<file path="config.mk">
export PLATFORM = sky130hd
export DESIGN_NAME = qbx_expander
export DESIGN_NICKNAME = d
export VERILOG_FILES = /design/src/rtl/qbx_pkg.sv /design/src/rtl/qbx_sync.sv /design/src/rtl/qbx_i2c_target.sv /design/src/rtl/qbx_port.sv /design/src/rtl/qbx_expander.sv
export SDC_FILE = /design/constraint.sdc
export NUM_CORES = 1
export LEC_CHECK = 0
export ABC_AREA = 0
export BUFFER_PORTS_ARGS = -buffer_cell sky130_fd_sc_hd__buf_4
export CAP_MARGIN = 20
export CORE_MARGIN = 2
export CORE_UTILIZATION = 58
export CTS_CLUSTER_DIAMETER = 150
export DETAILED_ROUTE_END_ITERATION = 10
export MAX_ROUTING_LAYER = met4
export PLACE_DENSITY_LB_ADDON = 0.2
export RECOVER_POWER = 100
export REMOVE_ABC_BUFFERS = 1
export SKIP_CTS_REPAIR_TIMING = 1
export SYNTH_ARGS = -nofsm -noshare
export SYNTH_HDL_FRONTEND = slang
export SYNTH_SLANG_ARGS = --single-unit
</file>
<file path="constraint.sdc">
create_clock -name clk -period 1.8 [get_ports clk]
set_input_delay 0.36 -clock clk [delete_from_list [all_inputs] [get_ports clk]]
set_output_delay 0.36 -clock clk [all_outputs]
set_load 0.02 [all_outputs]
</file>
<file path="src/rtl/qbx_pkg.sv">
package qbx_pkg;
  typedef enum logic [2:0] {
    ST_IDLE, ST_ADDR, ST_AACK, ST_WDAT, ST_WACK, ST_RDAT, ST_RACK, ST_SKIP
  } qbx_state_e;
endpackage

</file>
<file path="src/rtl/qbx_sync.sv">
module qbx_sync #(
  parameter int W = 1,
  parameter logic [W-1:0] RST_VAL = '1
) (
  input  logic         clk,
  input  logic         rst,
  input  logic [W-1:0] d,
  output logic [W-1:0] q
);
  logic [W-1:0] meta;
  always_ff @(posedge clk) begin
    if (rst) begin
      meta <= RST_VAL;
      q    <= RST_VAL;
    end else begin
      meta <= d;
      q    <= meta;
    end
  end
endmodule

</file>
<file path="src/rtl/qbx_i2c_target.sv">
module qbx_i2c_target
  import qbx_pkg::*;
#(
  parameter logic [6:0] TGT_ADDR = 7'h27,
  parameter int NBYTES = 2,
  localparam int IDX_W = (NBYTES > 1) ? $clog2(NBYTES) : 1
) (
  input  logic             clk,
  input  logic             rst,
  input  logic             scl,
  input  logic             sda,
  input  logic [7:0]       rd_byte,
  output logic [IDX_W-1:0] rd_idx,
  output logic             snap_en,
  output logic             wr_valid,
  output logic [IDX_W-1:0] wr_idx,
  output logic [7:0]       wr_data,
  output logic             sda_pull
);
  qbx_state_e       state;
  logic             scl_q, sda_q, rise, fall, start_det, stop_det;
  logic [3:0]       cnt;
  logic [7:0]       sr, tx;
  logic             rw;
  logic [IDX_W-1:0] idx, idx_nx;

  always_ff @(posedge clk) begin
    if (rst) begin
      scl_q <= 1'b1;
      sda_q <= 1'b1;
    end else begin
      scl_q <= scl;
      sda_q <= sda;
    end
  end

  assign rise      = scl & ~scl_q;
  assign fall      = ~scl & scl_q;
  assign start_det = scl & scl_q & sda_q & ~sda;
  assign stop_det  = scl & scl_q & ~sda_q & sda;
  assign idx_nx    = (idx == IDX_W'(NBYTES - 1)) ? '0 : idx + 1'b1;
  assign rd_idx    = idx;
  assign wr_data   = sr;

  always_ff @(posedge clk) begin
    if (rst) begin
      state    <= ST_IDLE;
      cnt      <= '0;
      sr       <= '0;
      tx       <= '0;
      rw       <= 1'b0;
      idx      <= '0;
      sda_pull <= 1'b0;
      wr_valid <= 1'b0;
      wr_idx   <= '0;
      snap_en  <= 1'b0;
    end else begin
      wr_valid <= 1'b0;
      snap_en  <= 1'b0;
      if (start_det) begin
        state    <= ST_ADDR;
        cnt      <= '0;
        idx      <= '0;
        sda_pull <= 1'b0;
      end else if (stop_det) begin
        state    <= ST_IDLE;
        sda_pull <= 1'b0;
      end else begin
        case (state)
          ST_ADDR, ST_WDAT: begin
            if (rise) begin
              sr  <= {sr[6:0], sda};
              cnt <= cnt + 1'b1;
            end else if (fall && cnt == 4'd8) begin
              if (state == ST_WDAT) begin
                sda_pull <= 1'b1;
                state    <= ST_WACK;
              end else if (sr[7:1] == TGT_ADDR) begin
                rw       <= sr[0];
                snap_en  <= sr[0];
                sda_pull <= 1'b1;
                state    <= ST_AACK;
              end else begin
                state <= ST_SKIP;
              end
            end
          end
          ST_AACK: if (fall) begin
            cnt <= '0;
            if (rw) begin
              state    <= ST_RDAT;
              tx       <= rd_byte;
              sda_pull <= ~rd_byte[7];
            end else begin
              state    <= ST_WDAT;
              sda_pull <= 1'b0;
            end
          end
          ST_WACK: if (fall) begin
            sda_pull <= 1'b0;
            cnt      <= '0;
            wr_valid <= 1'b1;
            wr_idx   <= idx;
            idx      <= idx_nx;
            state    <= ST_WDAT;
          end
          ST_RDAT: begin
            if (rise) cnt <= cnt + 1'b1;
            else if (fall) begin
              if (cnt == 4'd8) begin
                sda_pull <= 1'b0;
                state    <= ST_RACK;
              end else begin
                tx       <= {tx[6:0], 1'b0};
                sda_pull <= ~tx[6];
              end
            end
          end
          ST_RACK: begin
            if (rise) begin
              if (sda) state <= ST_SKIP;
              else     idx   <= idx_nx;
            end else if (fall) begin
              cnt      <= '0;
              tx       <= rd_byte;
              sda_pull <= ~rd_byte[7];
              state    <= ST_RDAT;
            end
          end
          default: sda_pull <= 1'b0;
        endcase
      end
    end
  end


  sda_owner_chk: assert property (@(posedge clk) disable iff (rst)
    sda_pull |-> (state == ST_AACK || state == ST_WACK || state == ST_RDAT));

  skip_release_chk: assert property (@(posedge clk) disable iff (rst)
    (state == ST_SKIP) |-> !sda_pull);

  start_addr_chk: assert property (@(posedge clk) disable iff (rst)
    start_det |=> (state == ST_ADDR && !sda_pull));
endmodule

</file>
<file path="src/rtl/qbx_port.sv">
module qbx_port #(
  parameter int PORT_W = 16,
  localparam int NBYTES = PORT_W / 8,
  localparam int IDX_W = (NBYTES > 1) ? $clog2(NBYTES) : 1
) (
  input  logic              clk,
  input  logic              rst,
  input  logic [PORT_W-1:0] pins,
  input  logic              snap_en,
  input  logic [IDX_W-1:0]  rd_idx,
  output logic [7:0]        rd_byte,
  input  logic              wr_valid,
  input  logic [IDX_W-1:0]  wr_idx,
  input  logic [7:0]        wr_data,
  output logic [PORT_W-1:0] drive_low
);
  logic [PORT_W-1:0] stage, stage_nx, snap_q;
  logic [7:0]        snap_bytes [NBYTES];
  logic              commit;

  for (genvar b = 0; b < NBYTES; b++) begin : g_byte
    assign stage_nx[b*8 +: 8] = (wr_idx == IDX_W'(b)) ? wr_data : stage[b*8 +: 8];
    assign snap_bytes[b]      = snap_q[b*8 +: 8];
  end

  assign commit  = wr_valid && (wr_idx == IDX_W'(NBYTES - 1));
  assign rd_byte = snap_bytes[rd_idx];

  always_ff @(posedge clk) begin
    if (rst) begin
      stage     <= '1;
      drive_low <= '0;
      snap_q    <= '0;
    end else begin
      if (wr_valid) stage     <= stage_nx;
      if (commit)   drive_low <= ~stage_nx;
      if (snap_en)  snap_q    <= pins;
    end
  end


  reset_release_chk: assert property (@(posedge clk) disable iff (rst)
    $past(rst) |-> (drive_low == '0));

  latch_hold_chk: assert property (@(posedge clk) disable iff (rst)
    !commit |=> $stable(drive_low));

  snap_hold_chk: assert property (@(posedge clk) disable iff (rst)
    !snap_en |=> $stable(snap_q));
endmodule

</file>
<file path="src/rtl/qbx_expander.sv">
module qbx_expander #(
  parameter int PORT_W = 16,
  parameter logic [6:0] TGT_ADDR = 7'h27
) (
  input  logic              clk,
  input  logic              rst,
  input  logic              scl_i,
  input  logic              sda_i,
  output logic              sda_pull_o,
  input  logic [PORT_W-1:0] pin_i,
  output logic [PORT_W-1:0] pin_pull_o
);
  localparam int NBYTES = PORT_W / 8;
  localparam int IDX_W  = (NBYTES > 1) ? $clog2(NBYTES) : 1;

  logic [1:0]        bus_s;
  logic [PORT_W-1:0] pins_s;
  logic              snap_en, wr_valid;
  logic [IDX_W-1:0]  rd_idx, wr_idx;
  logic [7:0]        rd_byte, wr_data;

  qbx_sync #(.W(2), .RST_VAL(2'b11)) bus_sync_i (
    .clk(clk), .rst(rst), .d({scl_i, sda_i}), .q(bus_s));

  qbx_sync #(.W(PORT_W), .RST_VAL('1)) pin_sync_i (
    .clk(clk), .rst(rst), .d(pin_i), .q(pins_s));

  qbx_i2c_target #(.TGT_ADDR(TGT_ADDR), .NBYTES(NBYTES)) target_i (
    .clk(clk), .rst(rst), .scl(bus_s[1]), .sda(bus_s[0]),
    .rd_byte(rd_byte), .rd_idx(rd_idx), .snap_en(snap_en),
    .wr_valid(wr_valid), .wr_idx(wr_idx), .wr_data(wr_data),
    .sda_pull(sda_pull_o));

  qbx_port #(.PORT_W(PORT_W)) port_i (
    .clk(clk), .rst(rst), .pins(pins_s), .snap_en(snap_en),
    .rd_idx(rd_idx), .rd_byte(rd_byte), .wr_valid(wr_valid),
    .wr_idx(wr_idx), .wr_data(wr_data), .drive_low(pin_pull_o));
endmodule

</file>
==> results of run 1 <==
## area by class of cell
| cell class | count | area share, % |
|---|---|---|
| inverter | 5 | 0.419 |
| clock buffer | 10 | 3.07 |
| sequential | 106 | 47.5 |
| tap | 80 | 2.24 |
| multi-input combinational | 281 | 38.3 |
| clock inverter | 6 | 1.37 |
| timing repair buffer | 53 | 7.13 |
## per-stage QoR
stage | total power (W) | instance area, um^2 | hold slack, ns | instances | TNS [ns]
6_report | 0.00402 | 4480 | 0.169 | 541 | 0
5_1_grt | 0.00415 | 4480 | 0.158 | 541 | -0.0127
4_1_cts | 0.00406 | 4550 | 0.153 | 539 | 0
3_5_place_dp | 0.00264 | 4350 | 0.393 | 523 | 0
3_3_place_gp | 0.00264 | 4350 | 0.391 | 523 | 0
2_1_floorplan | 0.00254 | 3860 | 0.389 | 392 | 0
## cell usage in the layout (no fill, tap or decap), types with 3 or more instances in the layout
cell	netlist	layout
clkbuf_2	0	3
o2111ai_1	6	6
nand3b_1	3	3
o21ai_0	4	4
buf_4	0	31
clkbuf_8	3	10
a21oi_1	38	37
nand2_1	39	39
mux2i_1	27	27
nand3_1	3	3
clkbuf_1	20	19
nor3_1	3	3
a211o_1	9	9
nor2_1	62	62
xor2_1	4	4
nor2b_1	9	9
dfxtp_1	106	104
inv_1	5	5
or2_2	38	38
## worst max-delay path, stage by stage, from the launching register on
cell	delay (ns)
dfxtp_2	0.34
inv_1	0.07
ha_1	0.13
and3b_2	0.24
a21oi_2	0.07
o32a_4	0.34
a221o_1	0.28
a21oi_2	0.13
## path summary, 6_finish.rpt
path	slack, ns	to	cells after the start	start
worst max-delay path	0.13	target_i.state[2]	7	target_i.cnt[1]
worst min-delay path	0.17	pin_sync_i.meta[4]	2	pin_i[4]
worst max register to register	0.13	target_i.state[2]	7	target_i.cnt[1]
worst min register to register	0.42	pin_sync_i.q[13]	1	pin_sync_i.meta[13]
## sequential cells by signal, summed over array words and instances (netlist names), 2 cells and up
| signal | cells |
|---|---|
| pin_sync_i.meta | 16 |
| bus_sync_i.q | 2 |
| target_i.tx | 7 |
| bus_sync_i.meta | 2 |
| target_i.wr_data | 8 |
| port_i.stage | 8 |
| port_i.drive_low | 16 |
| target_i.state | 3 |
| pin_sync_i.q | 16 |
| port_i.snap_q | 16 |
| target_i.cnt | 4 |
## layer usage
metal | GRT usage (%) | vias to the layer above | part of all wire, % | routed length, um
li1 | - | 1483 | - | -
met1 | 29.4 | 1279 | 52 | 3800
met2 | 30.4 | 47 | 43 | 3170
met3 | 3.41 | 9 | 2.9 | 213
met4 | 8.52 | 0 | 1.5 | 110
met5 | - | - | 0 | 0
## power by group through the flow
stage / registers [W] / clock network, W / logic (W)
3_3_place_gp: 0.00246 / 0 / 0.000180
6_report: 0.00241 / 0.00144 / 0.000174
3_5_place_dp: 0.00246 / 0 / 0.000182
4_1_cts: 0.00241 / 0.00147 / 0.000182
5_1_grt: 0.00241 / 0.00154 / 0.000192
2_1_floorplan: 0.00246 / 0 / 0.0000820
## cell families after synthesis
kind of cell	after synthesis
compound gates	72
simple gates	175
mux	27
buf+inv	32
xor+xnor	5
fa+ha+maj	2
flops	106
==> flow_summary.json, run 1 <==
{
  "relSlewSlack_pct": 40.6,
  "yosysSeqAreaShare_pct": 53.0,
  "mappedNetlistArea_mm2": 0.00400,
  "grt_pass1_wl_mm": 12.2,
  "synthSimpleGateAreaFrac_pct": 22.1,
  "synth.most_common_cell": "dfxtp_1",
  "switching_power_w": 0.000970,
  "antenna_found_initial": 0,
  "synthFlopType": "dfxtp_1",
  "clock_latency_ns": 0.37,
  "period_needed_ns": 1.67,
  "synthMuxAreaShare_pct": 6.75,
  "setup_viol": 0,
  "cts_max_level": 3,
  "path_max_fanout": 5,
  "synthToLayoutAreaGrowth_pct": 11.9,
  "sw_frac_of_total_pct": 24.1,
  "fin_skew_ns": 0.0159,
  "synth-warning-count": 0,
  "post-route-util_pct": 66.6,
  "synth-seq-cells": 106,
  "routedWlPerCell_um": 13.5,
  "synth_top_family_by_area": "simple AND/OR/NAND/NOR gates",
  "synth_compound_area_share_pct": 12.4,
  "synthTopCellsByCount": "106 x dfxtp_1, 62 x nor2_1, 39 x nand2_1",
  "synthCells": 419,
  "drtIter0Drc": 135,
  "synth.distinct_cells": 51,
  "vias": 2818,
  "peakVddDrop_uv": 612,
  "io_buffers": 36,
  "ant_nets": 0,
  "row_count": 30,
  "drv_cap": 0,
  "dpl.hpwl_mm": 4.88,
  "seq_power_share_pct": 59.9,
  "yosysTopAreaCell": "dfxtp_1",
  "drc": 0,
  "cts.sinks": 106,
  "cts-buffers-inserted": 9,
  "die_x_um": 87.1,
  "nFillCells": 552,
  "nets": 478,
  "end_kind": "flop",
  "core_area_mm2": 0.00672,
  "cts_tree": "yes",
  "pwr-share-clk_pct": 35.8,
  "vias_per_cell": 5.21,
  "fp.dieH_um": 87.1,
  "combPwrFrac_pct": 4.3,
  "io_pins": 37,
  "worstHoldPathType": "input port to flop",
  "status": "finished, final reports clean",
  "grt-ovfl-total": 0,
  "antenna_cells": 0,
  "timing.final.ws_setup_ns": 0.132,
  "hold_violations": 0,
  "synth_xor_area_share_pct": 1.09,
  "initial_core_util_pct": 59.6,
  "crit_required_ns": 2.11,
  "seq_area_mm2": 0.00212,
  "async_flop_share_pct": 0,
  "worstSetupPathType": "flop to flop",
  "slew_violations": 0,
  "synth_edf_count": 0,
  "powerDensity_mw_per_mm2": 897,
  "die-area_mm2": 0.00758,
  "crit_arrival_ns": 1.98,
  "dr.pass1.iters": 4,
  "avgSynthCellArea_um2": 9.55,
  "synth_fa_ha_area_share_pct": 0.625,
  "synth_top_cell_area_share_pct": 53.0,
  "cts_buffer_depth": 2,
  "worst_setup_path_start_kind": "flop",
  "power.leakage_nw": 1.71,
  "p_int_w": 0.00305,
  "grt_pass1_vias": 2580,
  "max_freq_mhz": 600,
  "drive_above_1_share_pct": 21.9,
  "multiInputGateArea_mm2": 0.00172,
  "grt_use_total_pct": 21.0,
  "routed_wl_mm": 7.30,
  "dp_slack_ns": 0.0754,
  "finalCritPeriodShare_pct": 92.7,
  "gp_congestion": 0.881,
  "cts_root_buf": "clkbuf_8",
  "path_clk_slew_ns": 0.10,
  "yosys-top-cells-area": "dfxtp_1 53%, mux2i_1 6.8%, or2_2 5.9%",
  "grt_max_degree": 61,
  "worstMarginPinSlew_ns": 0.891
}
No activity file was read; power rests on OpenSTA's default activity.
==> inputs of run 2 (changes only) <==
Settings changed: PLACE_DENSITY set to 0.82, PLACE_DENSITY_LB_ADDON 0.2 to unset.
==> flow_summary.json, run 2 (synthesis results as in run 1) <==
{
  "status": "finished, final reports clean",
  "drv_cap": 0,
  "drtIter0Drc": 166,
  "core_area_mm2": 0.00672,
  "drc": 0,
  "seq_power_share_pct": 57.5,
  "antenna_found_initial": 0,
  "end_kind": "flop",
  "path_clk_slew_ns": 0.10,
  "whs_endpoint": "pin_sync_i.meta[12]",
  "grt_setup_unrepaired": "no",
  "cts_root_buf": "clkbuf_8",
  "gp_congestion": 0.839,
  "crit_required_ns": 2.10,
  "finalCritPeriodShare_pct": 95.4,
  "grt_pass1_vias": 2544,
  "layout_common_cells": "105 x dfxtp_1, 62 x nor2_1, 39 x nand2_1",
  "regToRegSetupSlack_ns": 0.08,
  "dpl.hpwl_mm": 4.62,
  "synthToLayoutAreaGrowth_pct": 11.9,
  "grt-ovfl-total": 0,
  "pwr-share-clk_pct": 38.5,
  "vias": 2854,
  "cts_buffer_depth": 2,
  "die_x_um": 87.1,
  "fin_skew_ns": 0.0110,
  "io_buffers": 36,
  "sw_frac_of_total_pct": 21.1,
  "relSlewSlack_pct": 35.6,
  "initial_core_util_pct": 59.6,
  "worstHoldStart": "pin_i[12]",
  "grt_use_total_pct": 20.0,
  "worstSetupPathType": "flop to flop",
  "ff2ff_path_depth": 7,
  "io_pins": 37,
  "slew_violations": 0,
  "nets": 476,
  "cts_tree": "yes",
  "cts.sinks": 106,
  "hold_violations": 0,
  "max_freq_mhz": 582,
  "peakVddDrop_uv": 636,
  "r2r-end": "target_i.state[2]",
  "setup_tns_ns": 0,
  "cts-buffers-inserted": 9,
  "min_path_cells": 2,
  "ant_nets": 0,
  "grt_pass1_wl_mm": 11.5,
  "crit_path_start": "target_i.cnt[0]",
  "grt_max_degree": 57,
  "vias_per_cell": 5.29,
  "finalPower_w": 0.00419,
  "worstMarginPinSlew_ns": 0.965,
  "power.leakage_nw": 1.71,
  "worstHoldPathType": "input port to flop",
  "die-area_mm2": 0.00758,
  "routed_wl_mm": 6.91,
  "cts_max_level": 3,
  "worst_setup_path_start_kind": "flop",
  "crit_arrival_ns": 2.02,
  "setup_viol": 0,
  "clock_latency_ns": 0.37,
  "routedWlPerCell_um": 12.8,
  "switching_power_w": 0.000883,
  "antenna_cells": 0,
  "path_max_fanout": 5,
  "drive_above_1_share_pct": 20.7,
  "dr.pass1.iters": 4,
  "fp.dieH_um": 87.1,
  "final_common_cell": "dfxtp_1",
  "p_int_w": 0.00330,
  "powerDensity_mw_per_mm2": 935,
  "combPwrFrac_pct": 4.1,
  "row_count": 30,
  "period_needed_ns": 1.72,
  "r2r_start": "target_i.cnt[0]"
}
-- run 2: layer usage --
layer | up-vias | share of wire, % | global-route usage (%)
met1 | 1297 | 47 | 25.3
met3 | 16 | 5.3 | 5.02
li1 | 1467 | - | -
met2 | 74 | 46 | 29.6
met4 | 0 | 2.4 | 10.2
met5 | - | 0 | -
-- run 2: worst max-delay path: stages (launching register included) --
cell and delay, ns:
dfxtp_1 0.36, inv_1 0.08, ha_1 0.14, and3b_2 0.23, a21oi_1 0.09, o32a_4 0.35
a221o_1 0.28, a21oi_2 0.13
-- run 2: area by class of cell --
type                            instances  area, um^2
Fill cell                             533        2240
Inverter                                5        18.8
Sequential cell                       106        2120
Clock inverter                          5        85.1
Multi-Input combinational cell        281        1710
Clock buffer                           11         141
Tap cell                               80         100
Timing Repair Buffer                   51         297
-- run 2: how the worst max path moves through the flow --
stage | endpoint | cells after the start
final | target_i.state[2] | 7
after global routing | target_i.state[2] | 7
after CTS | target_i.state[2] | 7
after detailed placement | target_i.state[2] | 7
after global placement | target_i.state[2] | 7
after floorplan | target_i.tx[0] | 5
-- run 2: metrics by stage --
stage | setup slack, ns | hold slack [ns] | utilization [%] | instance area, um^2 | std cells
final | 0.0825 | 0.167 | 66.6 | 4480 | 539
after global routing | 0.00444 | 0.150 | 66.6 | 4480 | 539
after CTS | 0.0351 | 0.150 | 68.1 | 4570 | 538
after detailed placement | 0.0830 | 0.393 | 64.7 | 4350 | 522
after global placement | 0.133 | 0.391 | 64.7 | 4350 | 522
after floorplan | 0.0861 | 0.389 | - | 3860 | 392
-- run 2: power groups by stage --
| stage | Sequential [W] | Combinational, W | Clock [W] |
|---|---|---|---|
| 2_1_floorplan | 0.00246 | 0.0000820 | 0 |
| 3_3_place_gp | 0.00246 | 0.000176 | 0 |
| 3_5_place_dp | 0.00246 | 0.000180 | 0 |
| 4_1_cts | 0.00241 | 0.000181 | 0.00165 |
| 5_1_grt | 0.00241 | 0.000189 | 0.00173 |
| 6_report | 0.00241 | 0.000170 | 0.00161 |
==> inputs of run 3 (changes only) <==
==> constraint.sdc (replaced) <==
create_clock -name clk -period 1.8 [get_ports clk]
set_input_delay 0.09 -clock clk [delete_from_list [all_inputs] [get_ports clk]]
set_output_delay 0.09 -clock clk [all_outputs]
set_load 0.02 [all_outputs]
==> flow_summary.json, run 3 (synthesis results as in run 1) <==
{
  "grt_use_total_pct": 20.0,
  "core_area_mm2": 0.00672,
  "hold_violations": 0,
  "grt_max_degree": 62,
  "drv_cap": 0,
  "dpl_cell_area_mm2": 0.00433,
  "peakVddDrop_uv": 591,
  "regToRegSetupSlack_ns": 0.11,
  "clock_latency_ns": 0.36,
  "worstHoldPathType": "flop to flop",
  "io_buffers": 36,
  "antenna_cells": 0,
  "timing.final.ws_setup_ns": 0.111,
  "grt_pass1_wl_mm": 11.6,
  "cts_tree": "yes",
  "worst_setup_path_start_kind": "flop",
  "crit_arrival_ns": 1.99,
  "dp_slack_ns": 0.106,
  "cts_buffer_depth": 2,
  "nFillCells": 550,
  "finish.instance_area_mm2": 0.00462,
  "die-area_mm2": 0.00758,
  "grt-ovfl-total": 0,
  "layout_common_cells": "105 x dfxtp_1, 62 x nor2_1, 39 x nand2_1",
  "vias_per_cell": 5.28,
  "post-route-util_pct": 68.7,
  "worstSetupPathType": "flop to flop",
  "fp.dieH_um": 87.1,
  "r2r_start": "target_i.cnt[1]",
  "post-place-cells": 521,
  "io_pins": 37,
  "dpl.hpwl_mm": 4.65,
  "path_clk_slew_ns": 0.09,
  "layoutNonFillerInstCount": 555,
  "gp_congestion": 0.864,
  "worstHoldStart": "pin_sync_i.meta[14]",
  "dr.pass1.iters": 4,
  "relSlewSlack_pct": 31.6,
  "synthToLayoutAreaGrowth_pct": 15.4,
  "row_count": 30,
  "nets": 493,
  "cts.sinks": 106,
  "drive_above_1_share_pct": 20.0,
  "r2r-end": "target_i.state[2]",
  "final_common_cell": "dfxtp_1",
  "initial_core_util_pct": 59.6,
  "finalCritPeriodShare_pct": 93.8,
  "ff2ff_path_depth": 7,
  "fin_skew_ns": 0.00585,
  "worstMarginPinSlew_ns": 1.03,
  "slew_violations": 0,
  "powerDensity_mw_per_mm2": 872,
  "path_max_fanout": 5,
  "cts-buffers-inserted": 9,
  "routed_wl_mm": 6.89,
  "grt_setup_unrepaired": "no",
  "routedWlPerCell_um": 12.4,
  "drtIter0Drc": 133,
  "antenna_found_initial": 0,
  "die_x_um": 87.1,
  "setup_tns_ns": 0,
  "power.leakage_nw": 1.77,
  "ant_nets": 0,
  "setup_viol": 0,
  "grt_pass1_vias": 2645,
  "cts_max_level": 3,
  "cts_root_buf": "clkbuf_8",
  "crit_required_ns": 2.10,
  "period_needed_ns": 1.69,
  "drc": 0,
  "end_kind": "flop",
  "status": "finished, final reports clean",
  "whs_endpoint": "pin_sync_i.q[14]",
  "max_freq_mhz": 592,
  "min_path_cells": 1,
  "vias": 2929
}
==> run 3: final cells by class <==
| cell class | instances | area, um^2 | area share, % |
|---|---|---|---|
| repair buffers | 68 | 474 | 10.3 |
| well taps | 80 | 100 | 2.17 |
| clock inverters | 4 | 51.3 | 1.11 |
| multi-input cells | 281 | 1710 | 37.0 |
| flip-flops and latches | 106 | 2120 | 46.0 |
| inverters | 5 | 18.8 | 0.406 |
| clock buffers | 11 | 141 | 3.06 |
==> run 3: worst max-delay path by stage <==
| stage | start | endpoint | slack [ns] | cells past startpoint |
|---|---|---|---|---|
| 3_3_place_gp | target_i.cnt[0] | target_i.state[2] | 0.13 | 7 |
| 5_1_grt | target_i.cnt[1] | target_i.state[2] | 0.01 | 7 |
| 2_1_floorplan | target_i.state[2] | target_i.tx[0] | 0.09 | 5 |
| 4_1_cts | target_i.cnt[0] | target_i.state[2] | 0.08 | 7 |
| 3_5_place_dp | target_i.cnt[0] | target_i.state[2] | 0.11 | 7 |
| 6_report | target_i.cnt[1] | target_i.state[2] | 0.11 | 7 |
==> run 3: worst max-delay path, stage by stage (launching register included) <==
cell and delay, ns:
dfxtp_1 0.34, inv_1 0.08, ha_1 0.13, and3b_2 0.22
a21oi_1 0.08, o32a_4 0.39, a221o_1 0.28, a21oi_2 0.12
==> run 3: report_power, final <==
group,switching (W),internal (W)
Combinational,0.0000891,0.000108
Sequential,0.0000172,0.00239
Clock,0.000750,0.000677
==> run 3: through the flow <==
stage / total power, W / hold slack [ns]
floorplan: 0.00254 / 0.159
global placement: 0.00263 / 0.274
detailed placement: 0.00263 / 0.276
CTS: 0.00404 / -0.104
global route: 0.00420 / 0.432
finish: 0.00403 / 0.414
==> run 3: per-layer routing <==
layer	track usage, %	vias up	wire, um
met5	-	-	0
li1	-	1506	-
met4	4.97	0	73
met1	24.3	1368	3210
met2	32.5	46	3360
met3	6.07	9	243
